$ cat config.mk
export PLATFORM = sky130hd
export DESIGN_NAME = mw_write_ctrl
export DESIGN_NICKNAME = d
export VERILOG_FILES = /design/src/rtl/mw_write_pkg.sv /design/src/rtl/mw_half_tick.sv /design/src/rtl/mw_frame_gen.sv /design/src/rtl/mw_sync.sv /design/src/rtl/mw_write_ctrl.sv
export SDC_FILE = /design/constraint.sdc
export NUM_CORES = 1
export LEC_CHECK = 0
export ABC_AREA = 1
export BUFFER_PORTS_ARGS = -buffer_cell sky130_fd_sc_hd__buf_2
export CAP_MARGIN = 20
export CORE_MARGIN = 4
export CORE_UTILIZATION = 53
export CTS_CLUSTER_DIAMETER = 50
export CTS_CLUSTER_SIZE = 20
export DETAILED_ROUTE_END_ITERATION = 8
export MAX_ROUTING_LAYER = met4
export PLACE_DENSITY_LB_ADDON = 0.2
export SETUP_SLACK_MARGIN = 0.2
export SLEW_MARGIN = 20
export SYNTH_ARGS = -nofsm -noshare
export SYNTH_HDL_FRONTEND = slang
export SYNTH_SLANG_ARGS = --single-unit
$ cat constraint.sdc
create_clock -name clk -period 1.9 [get_ports clk]
set_clock_uncertainty 0.2 [all_clocks]
set_input_delay 0.19 -clock clk [delete_from_list [all_inputs] [get_ports clk]]
set_output_delay 0.19 -clock clk [all_outputs]
set_load 0.02 [all_outputs]
$ cat src/rtl/mw_write_pkg.sv
package mw_write_pkg;

    typedef enum logic [2:0] {
        ST_IDLE,
        ST_EN_SHIFT,
        ST_EN_GAP,
        ST_WR_SHIFT,
        ST_WR_GAP,
        ST_POLL,
        ST_FINISH
    } wr_state_t;

    // Leading bits of each frame: start bit followed by the 2-bit opcode.
    localparam logic [2:0] HDR_PROGRAM = 3'b101;
    localparam logic [2:0] HDR_MISC    = 3'b100;

    function automatic int ceil_div(input int num, input int den);
        return (num + den - 1) / den;
    endfunction

endpackage

$ cat src/rtl/mw_half_tick.sv
module mw_half_tick #(
    parameter int DIV = 4
) (
    input  logic clk,
    input  logic rst_n,
    input  logic run,
    output logic tick
);
    localparam int W = (DIV > 1) ? $clog2(DIV) : 1;

    logic [W-1:0] cnt_q;

    assign tick = run && (cnt_q == W'(DIV - 1));

    always_ff @(posedge clk or negedge rst_n) begin
        if (!rst_n) begin
            cnt_q <= '0;
        end else if (!run || tick) begin
            cnt_q <= '0;
        end else begin
            cnt_q <= cnt_q + 1'b1;
        end
    end
endmodule

$ cat src/rtl/mw_frame_gen.sv
module mw_frame_gen
    import mw_write_pkg::*;
#(
    parameter int ADDR_W  = 6,
    parameter int DATA_W  = 16,
    parameter int FRAME_W = 3 + ADDR_W + DATA_W,
    parameter int LEN_W   = $clog2(FRAME_W + 1)
) (
    input  logic               sel_enable,
    input  logic               sel_fill,
    input  logic [ADDR_W-1:0]  addr,
    input  logic [DATA_W-1:0]  data,
    output logic [FRAME_W-1:0] frame,
    output logic [LEN_W-1:0]   len
);
    localparam logic [ADDR_W-1:0] ENABLE_ADDR = {2'b11, {(ADDR_W-2){1'b0}}};
    localparam logic [ADDR_W-1:0] FILL_ADDR   = {2'b01, {(ADDR_W-2){1'b0}}};

    always_comb begin
        if (sel_enable) begin
            frame = {HDR_MISC, ENABLE_ADDR, {DATA_W{1'b0}}};
            len   = LEN_W'(3 + ADDR_W);
        end else if (sel_fill) begin
            frame = {HDR_MISC, FILL_ADDR, data};
            len   = LEN_W'(FRAME_W);
        end else begin
            frame = {HDR_PROGRAM, addr, data};
            len   = LEN_W'(FRAME_W);
        end
    end
endmodule

$ cat src/rtl/mw_sync.sv
module mw_sync #(
    parameter int STAGES = 2
) (
    input  logic clk,
    input  logic rst_n,
    input  logic d,
    output logic q
);
    logic [STAGES-1:0] pipe_q;

    always_ff @(posedge clk or negedge rst_n) begin
        if (!rst_n) begin
            pipe_q <= '0;
        end else begin
            pipe_q <= {pipe_q[STAGES-2:0], d};
        end
    end

    assign q = pipe_q[STAGES-1];
endmodule

$ cat src/rtl/mw_write_ctrl.sv
module mw_write_ctrl
    import mw_write_pkg::*;
#(
    parameter int ADDR_W      = 6,
    parameter int DATA_W      = 16,
    parameter int CLK_DIV     = 4,
    parameter int SYS_CLK_NS  = 20,
    parameter int TCSL_NS     = 250,
    parameter int POLL_LIMIT  = 4000,
    parameter int SYNC_STAGES = 2
) (
    input  logic              clk,
    input  logic              rst_n,
    input  logic              req_valid,
    output logic              req_ready,
    input  logic              req_wral,
    input  logic [ADDR_W-1:0] req_addr,
    input  logic [DATA_W-1:0] req_data,
    output logic              done,
    output logic              timeout,
    output logic              cs,
    output logic              sclk,
    output logic              di,
    input  logic              dout
);
    localparam int FRAME_W = 3 + ADDR_W + DATA_W;
    localparam int LEN_W   = $clog2(FRAME_W + 1);
    localparam int CSL_CYC = ceil_div(TCSL_NS, SYS_CLK_NS);
    localparam int CNT_MAX = (POLL_LIMIT > CSL_CYC) ? POLL_LIMIT : CSL_CYC;
    localparam int CW      = $clog2(CNT_MAX + 1);

    wr_state_t state_q, state_d;

    logic              fill_q;
    logic [ADDR_W-1:0] addr_q;
    logic [DATA_W-1:0] data_q;
    logic [FRAME_W-1:0] shreg_q;
    logic [LEN_W-1:0]  left_q;
    logic              sclk_q;
    logic              to_q;
    logic [CW-1:0]     cnt_q;

    logic [FRAME_W-1:0] frame;
    logic [LEN_W-1:0]  frame_len;
    logic              shifting;
    logic              tick;
    logic              fall_evt;
    logic              last_fall;
    logic              gap_over;
    logic              poll_over;
    logic              dout_s;
    logic              ready_seen;
    logic              cnt_clr;

    // ---------------- sub-blocks ----------------
    mw_frame_gen #(
        .ADDR_W (ADDR_W),
        .DATA_W (DATA_W),
        .FRAME_W(FRAME_W),
        .LEN_W  (LEN_W)
    ) u_frame (
        .sel_enable(state_q == ST_IDLE),
        .sel_fill  (fill_q),
        .addr      (addr_q),
        .data      (data_q),
        .frame     (frame),
        .len       (frame_len)
    );

    mw_half_tick #(.DIV(CLK_DIV)) u_tick (
        .clk  (clk),
        .rst_n(rst_n),
        .run  (shifting),
        .tick (tick)
    );

    mw_sync #(.STAGES(SYNC_STAGES)) u_sync (
        .clk  (clk),
        .rst_n(rst_n),
        .d    (dout),
        .q    (dout_s)
    );

    // ---------------- decode ----------------
    assign shifting   = (state_q == ST_EN_SHIFT) || (state_q == ST_WR_SHIFT);
    assign fall_evt   = shifting && tick && sclk_q;
    assign last_fall  = fall_evt && (left_q == LEN_W'(1));
    assign gap_over   = (cnt_q == CW'(CSL_CYC - 1));
    assign poll_over  = (cnt_q == CW'(POLL_LIMIT - 1));
    assign ready_seen = dout_s && (cnt_q >= CW'(SYNC_STAGES));

    // ---------------- next state ----------------
    always_comb begin
        state_d = state_q;
        unique case (state_q)
            ST_IDLE:     if (req_valid)               state_d = ST_EN_SHIFT;
            ST_EN_SHIFT: if (last_fall)               state_d = ST_EN_GAP;
            ST_EN_GAP:   if (gap_over)                state_d = ST_WR_SHIFT;
            ST_WR_SHIFT: if (last_fall)               state_d = ST_WR_GAP;
            ST_WR_GAP:   if (gap_over)                state_d = ST_POLL;
            ST_POLL:     if (ready_seen || poll_over) state_d = ST_FINISH;
            ST_FINISH:   if (gap_over)                state_d = ST_IDLE;
            default:                                  state_d = ST_IDLE;
        endcase
    end

    // ---------------- state register ----------------
    always_ff @(posedge clk or negedge rst_n) begin
        if (!rst_n) begin
            state_q <= ST_IDLE;
        end else begin
            state_q <= state_d;
        end
    end

    // ---------------- wait counter ----------------
    assign cnt_clr = (state_d != state_q) || shifting;

    always_ff @(posedge clk or negedge rst_n) begin
        if (!rst_n) begin
            cnt_q <= '0;
        end else if (cnt_clr) begin
            cnt_q <= '0;
        end else if (cnt_q != CW'(CNT_MAX)) begin
            cnt_q <= cnt_q + 1'b1;
        end
    end

    // ---------------- datapath ----------------
    always_ff @(posedge clk or negedge rst_n) begin
        if (!rst_n) begin
            fill_q  <= 1'b0;
            addr_q  <= '0;
            data_q  <= '0;
            shreg_q <= '0;
            left_q  <= '0;
            sclk_q  <= 1'b0;
            to_q    <= 1'b0;
        end else begin
            unique case (state_q)
                ST_IDLE: begin
                    sclk_q <= 1'b0;
                    if (req_valid) begin
                        fill_q  <= req_wral;
                        addr_q  <= req_addr;
                        data_q  <= req_data;
                        shreg_q <= frame;
                        left_q  <= frame_len;
                        to_q    <= 1'b0;
                    end
                end
                ST_EN_SHIFT, ST_WR_SHIFT: begin
                    if (tick) begin
                        if (!sclk_q) begin
                            sclk_q <= 1'b1;
                        end else begin
                            sclk_q  <= 1'b0;
                            shreg_q <= shreg_q << 1;
                            left_q  <= left_q - 1'b1;
                        end
                    end
                end
                ST_EN_GAP: begin
                    sclk_q <= 1'b0;
                    if (gap_over) begin
                        shreg_q <= frame;
                        left_q  <= frame_len;
                    end
                end
                ST_POLL: begin
                    sclk_q <= 1'b0;
                    if (poll_over && !ready_seen) begin
                        to_q <= 1'b1;
                    end
                end
                default: begin
                    sclk_q <= 1'b0;
                end
            endcase
        end
    end

    // ---------------- outputs ----------------
    always_comb begin
        req_ready = 1'b0;
        cs        = 1'b0;
        di        = 1'b0;
        done      = 1'b0;
        timeout   = 1'b0;
        sclk      = sclk_q;
        unique case (state_q)
            ST_IDLE:     req_ready = 1'b1;
            ST_EN_SHIFT: begin cs = 1'b1; di = shreg_q[FRAME_W-1]; end
            ST_WR_SHIFT: begin cs = 1'b1; di = shreg_q[FRAME_W-1]; end
            ST_POLL:     cs = 1'b1;
            ST_FINISH: begin
                done    = gap_over;
                timeout = gap_over && to_q;
            end
            default: ;
        endcase
    end
endmodule

==> impl_metrics.toml <==
[clock_tree]
path_clk_slew_ns = 0.08
clockBufferDepth = 2
cts_sinks = 74
cts_tree = "built"
h-tree-depth = 3
cts_inserted_buffers = 9
cts-root-buf = "clkbuf_8"
clk_latency_ns = 0.35

[floorplanning]
core_mm2 = 0.00642
fp.dieW_um = 89.9
die-area_mm2 = 0.00808
die_h_um = 89.9
io_pins = 33
rows = 29
start_util = 0.554

[routing]
firstDrtPassIters = 5
routed_wirelength_um = 11600
num_vias = 3474
avgViaCountPerCell = 5.62
drc_errors = 0
drt-wirelength-per-cell_um = 18.7
drt_iter0_drc = 199
antenna_left = 0

[setup_path]
r2r-start = "cnt_q[1]"
critPathKind = "flop to flop"
cp_data_required_time_ns = 1.98
crit_arrival_ns = 2.27
r2r_cells = 10
startpoint_type = "flop"
endpoint_kind = "flop"
reg2reg_to = "cnt_q[10]"
reg2reg_slack_ns = -0.29
worstPathMaxFanout = 6

[sta]
fmax_mhz = 458
setup_viol = 44
period_needed_ns = 2.19
relSlewSlack = 0.746
holdWs_ns = 0.0737
maxSlewViolCount = 0
finalCritPeriodShare = 1.15
rsz0062_at_grt = "yes"
worstMarginPinSlew_ns = 0.378
hold_viol_final = 0
layout_setup_ws_ns = -0.285

[yosys]
synth_nets = 451
synth.distinct_cells = 37
syn_area_per_cell_um2 = 8.51
synthesis.area_mm2 = 0.00356
async_reset_ff_frac = 1.00
synth_edf_count = 0
ys_warn_count = 0
synth-seq-cells = 74
ys_seq_area_frac = 0.521
synth_ff_type = "dfrtp_1"
syn_inst = 418

[final_layout]
layout-drive-gt1-share = 0.416
final_common_cell = "dfrtp_1"
syn_to_final_growth_pct = 56.2
nets = 569
antennaDiodeCount = 0
final_area_mm2 = 0.00555
final_cell_mix = "dfrtp_1, nand2_1, inv_1"

[pwr]
swShare = 0.231
net-switching-power_uw = 665
irDropWorstVdd_mv = 0.503
p_seq_frac = 0.548
p_int_uw = 2210
pwr-share-comb = 0.036
p_clk_frac = 0.416
power_leakage_uw = 0.00253
powerDensity_mw_per_mm2 = 517

[min_path]
holdPathEnd = "addr_q[4]"
hp-start = "req_valid"
min_path_cells = 4
hold_path_class = "input pin to flop"

[flow_run]
cap_violations = 0

[global_routing]
grt_max_degree = 75
grt_pass1_wl_um = 15600
track_usage = 0.245
antenna_found_initial = 0
grt_pass1_vias = 3347
grt-ovfl-total = 0

[place]
dp_slack_ns = -0.0148
port_buffers = 32
place.gp.congestion = 0.844
place_hpwl_um = 4780
dpl_cell_area_mm2 = 0.00394

[run_status]
failed_checks = "negative setup slack"
status = "complete, but fails checks"
logic make-up after synthesis:
kind of cell,share of synthesized area
flops,0.521
compound gates,0.127
buf+inv,0.0890
simple gates,0.215
fa+ha+maj,0.0211
xor+xnor,0.0271
critical path: stages (launching register included):
cell and delay [ns]:
dfrtp_1 0.37, buf_4 0.17, ha_4 0.15, nand4_1 0.19, nand3b_1 0.32, nand3_2 0.17
nand2_2 0.07, nand2_2 0.08, nand3_4 0.11, clkbuf_16 0.18, nor2_2 0.10
metal layers:
metal | routed length, µm | global-route usage | vias up | share of wire
li1 | - | - | 1569 | -
met1 | 4450 | 0.294 | 1713 | 0.38
met2 | 6250 | 0.424 | 167 | 0.54
met3 | 647 | 0.0426 | 25 | 0.056
met4 | 225 | 0.0753 | 0 | 0.019
met5 | 0 | - | - | 0
layout make-up:
class	count	area, µm²
clock inverter	4	25.0
tap	77	96.3
clock buffer	12	165
timing repair buffer	120	1280
fill	308	868
multi-input combinational	266	1860
inverter	65	272
sequential	74	1860
Yosys cell counts (4+ instances only):
| library cell | number | share of area |
|---|---|---|
| xor2_1 | 8 | 0.020 |
| a31oi_1 | 5 | 0.0088 |
| clkbuf_1 | 5 | 0.0053 |
| inv_2 | 6 | 0.0063 |
| buf_2 | 4 | 0.0056 |
| ha_1 | 6 | 0.021 |
| nand3_1 | 14 | 0.020 |
| nor3_1 | 4 | 0.0056 |
| nor2_2 | 11 | 0.019 |
| inv_1 | 59 | 0.062 |
| nor2_1 | 32 | 0.034 |
| o21ai_0 | 24 | 0.034 |
| nand2_1 | 90 | 0.095 |
| o21ai_1 | 22 | 0.031 |
| o22ai_1 | 19 | 0.033 |
| dfrtp_1 | 74 | 0.52 |
power groups by stage:
stage                     Clock, µW  Sequential, µW  Combinational (µW)
after floorplan                   0            1610              0.0854
after global placement            0            1610                62.4
after detailed placement          0            1610                62.2
after CTS                      1170            1580                 102
after global routing           1260            1580                 116
final                          1190            1580                 103
timing repair:
item	4_1_cts	5_1_grt
gates resized for setup	118	38
setup endpoints to repair	48	73
setup buffers	19	17
hold buffers	25	0
endpoints found under the hold margin	98	0
gates cloned	6	5
pin swaps	23	13
worst max-delay path by stage:
stage | start | to | slack [ns]
after floorplan | cnt_q[0] | cnt_q[8] | 0.1
after global placement | cnt_q[0] | cnt_q[9] | 0.06
after detailed placement | cnt_q[1] | cnt_q[10] | -0.01
after CTS | cnt_q[0] | timeout | -0.08
after global routing | cnt_q[1] | cnt_q[10] | -0.37
final | cnt_q[1] | cnt_q[10] | -0.29
sequential cells by signal, summed over array words and instances, names as in the netlist:
signal and count:
addr_q 6, u_sync.pipe_q 2, u_tick.cnt_q 2, state_q 3, shreg_q 25, fill_q 1, cnt_q 12, left_q 5
sclk 1, to_q 1, data_q 16
per-stage QoR:
stage / TNS [ns] / power (µW) / instances / utilization
after floorplan: 0 / 1610 / 418 / -
after global placement: 0 / 1670 / 530 / 0.614
after detailed placement: -0.0357 / 1670 / 530 / 0.614
after CTS: -0.730 / 2850 / 596 / 0.799
after global routing: -9.43 / 2950 / 618 / 0.865
final: -5.27 / 2870 / 618 / 0.865
Note: power is estimated with default switching activity, not from simulation.
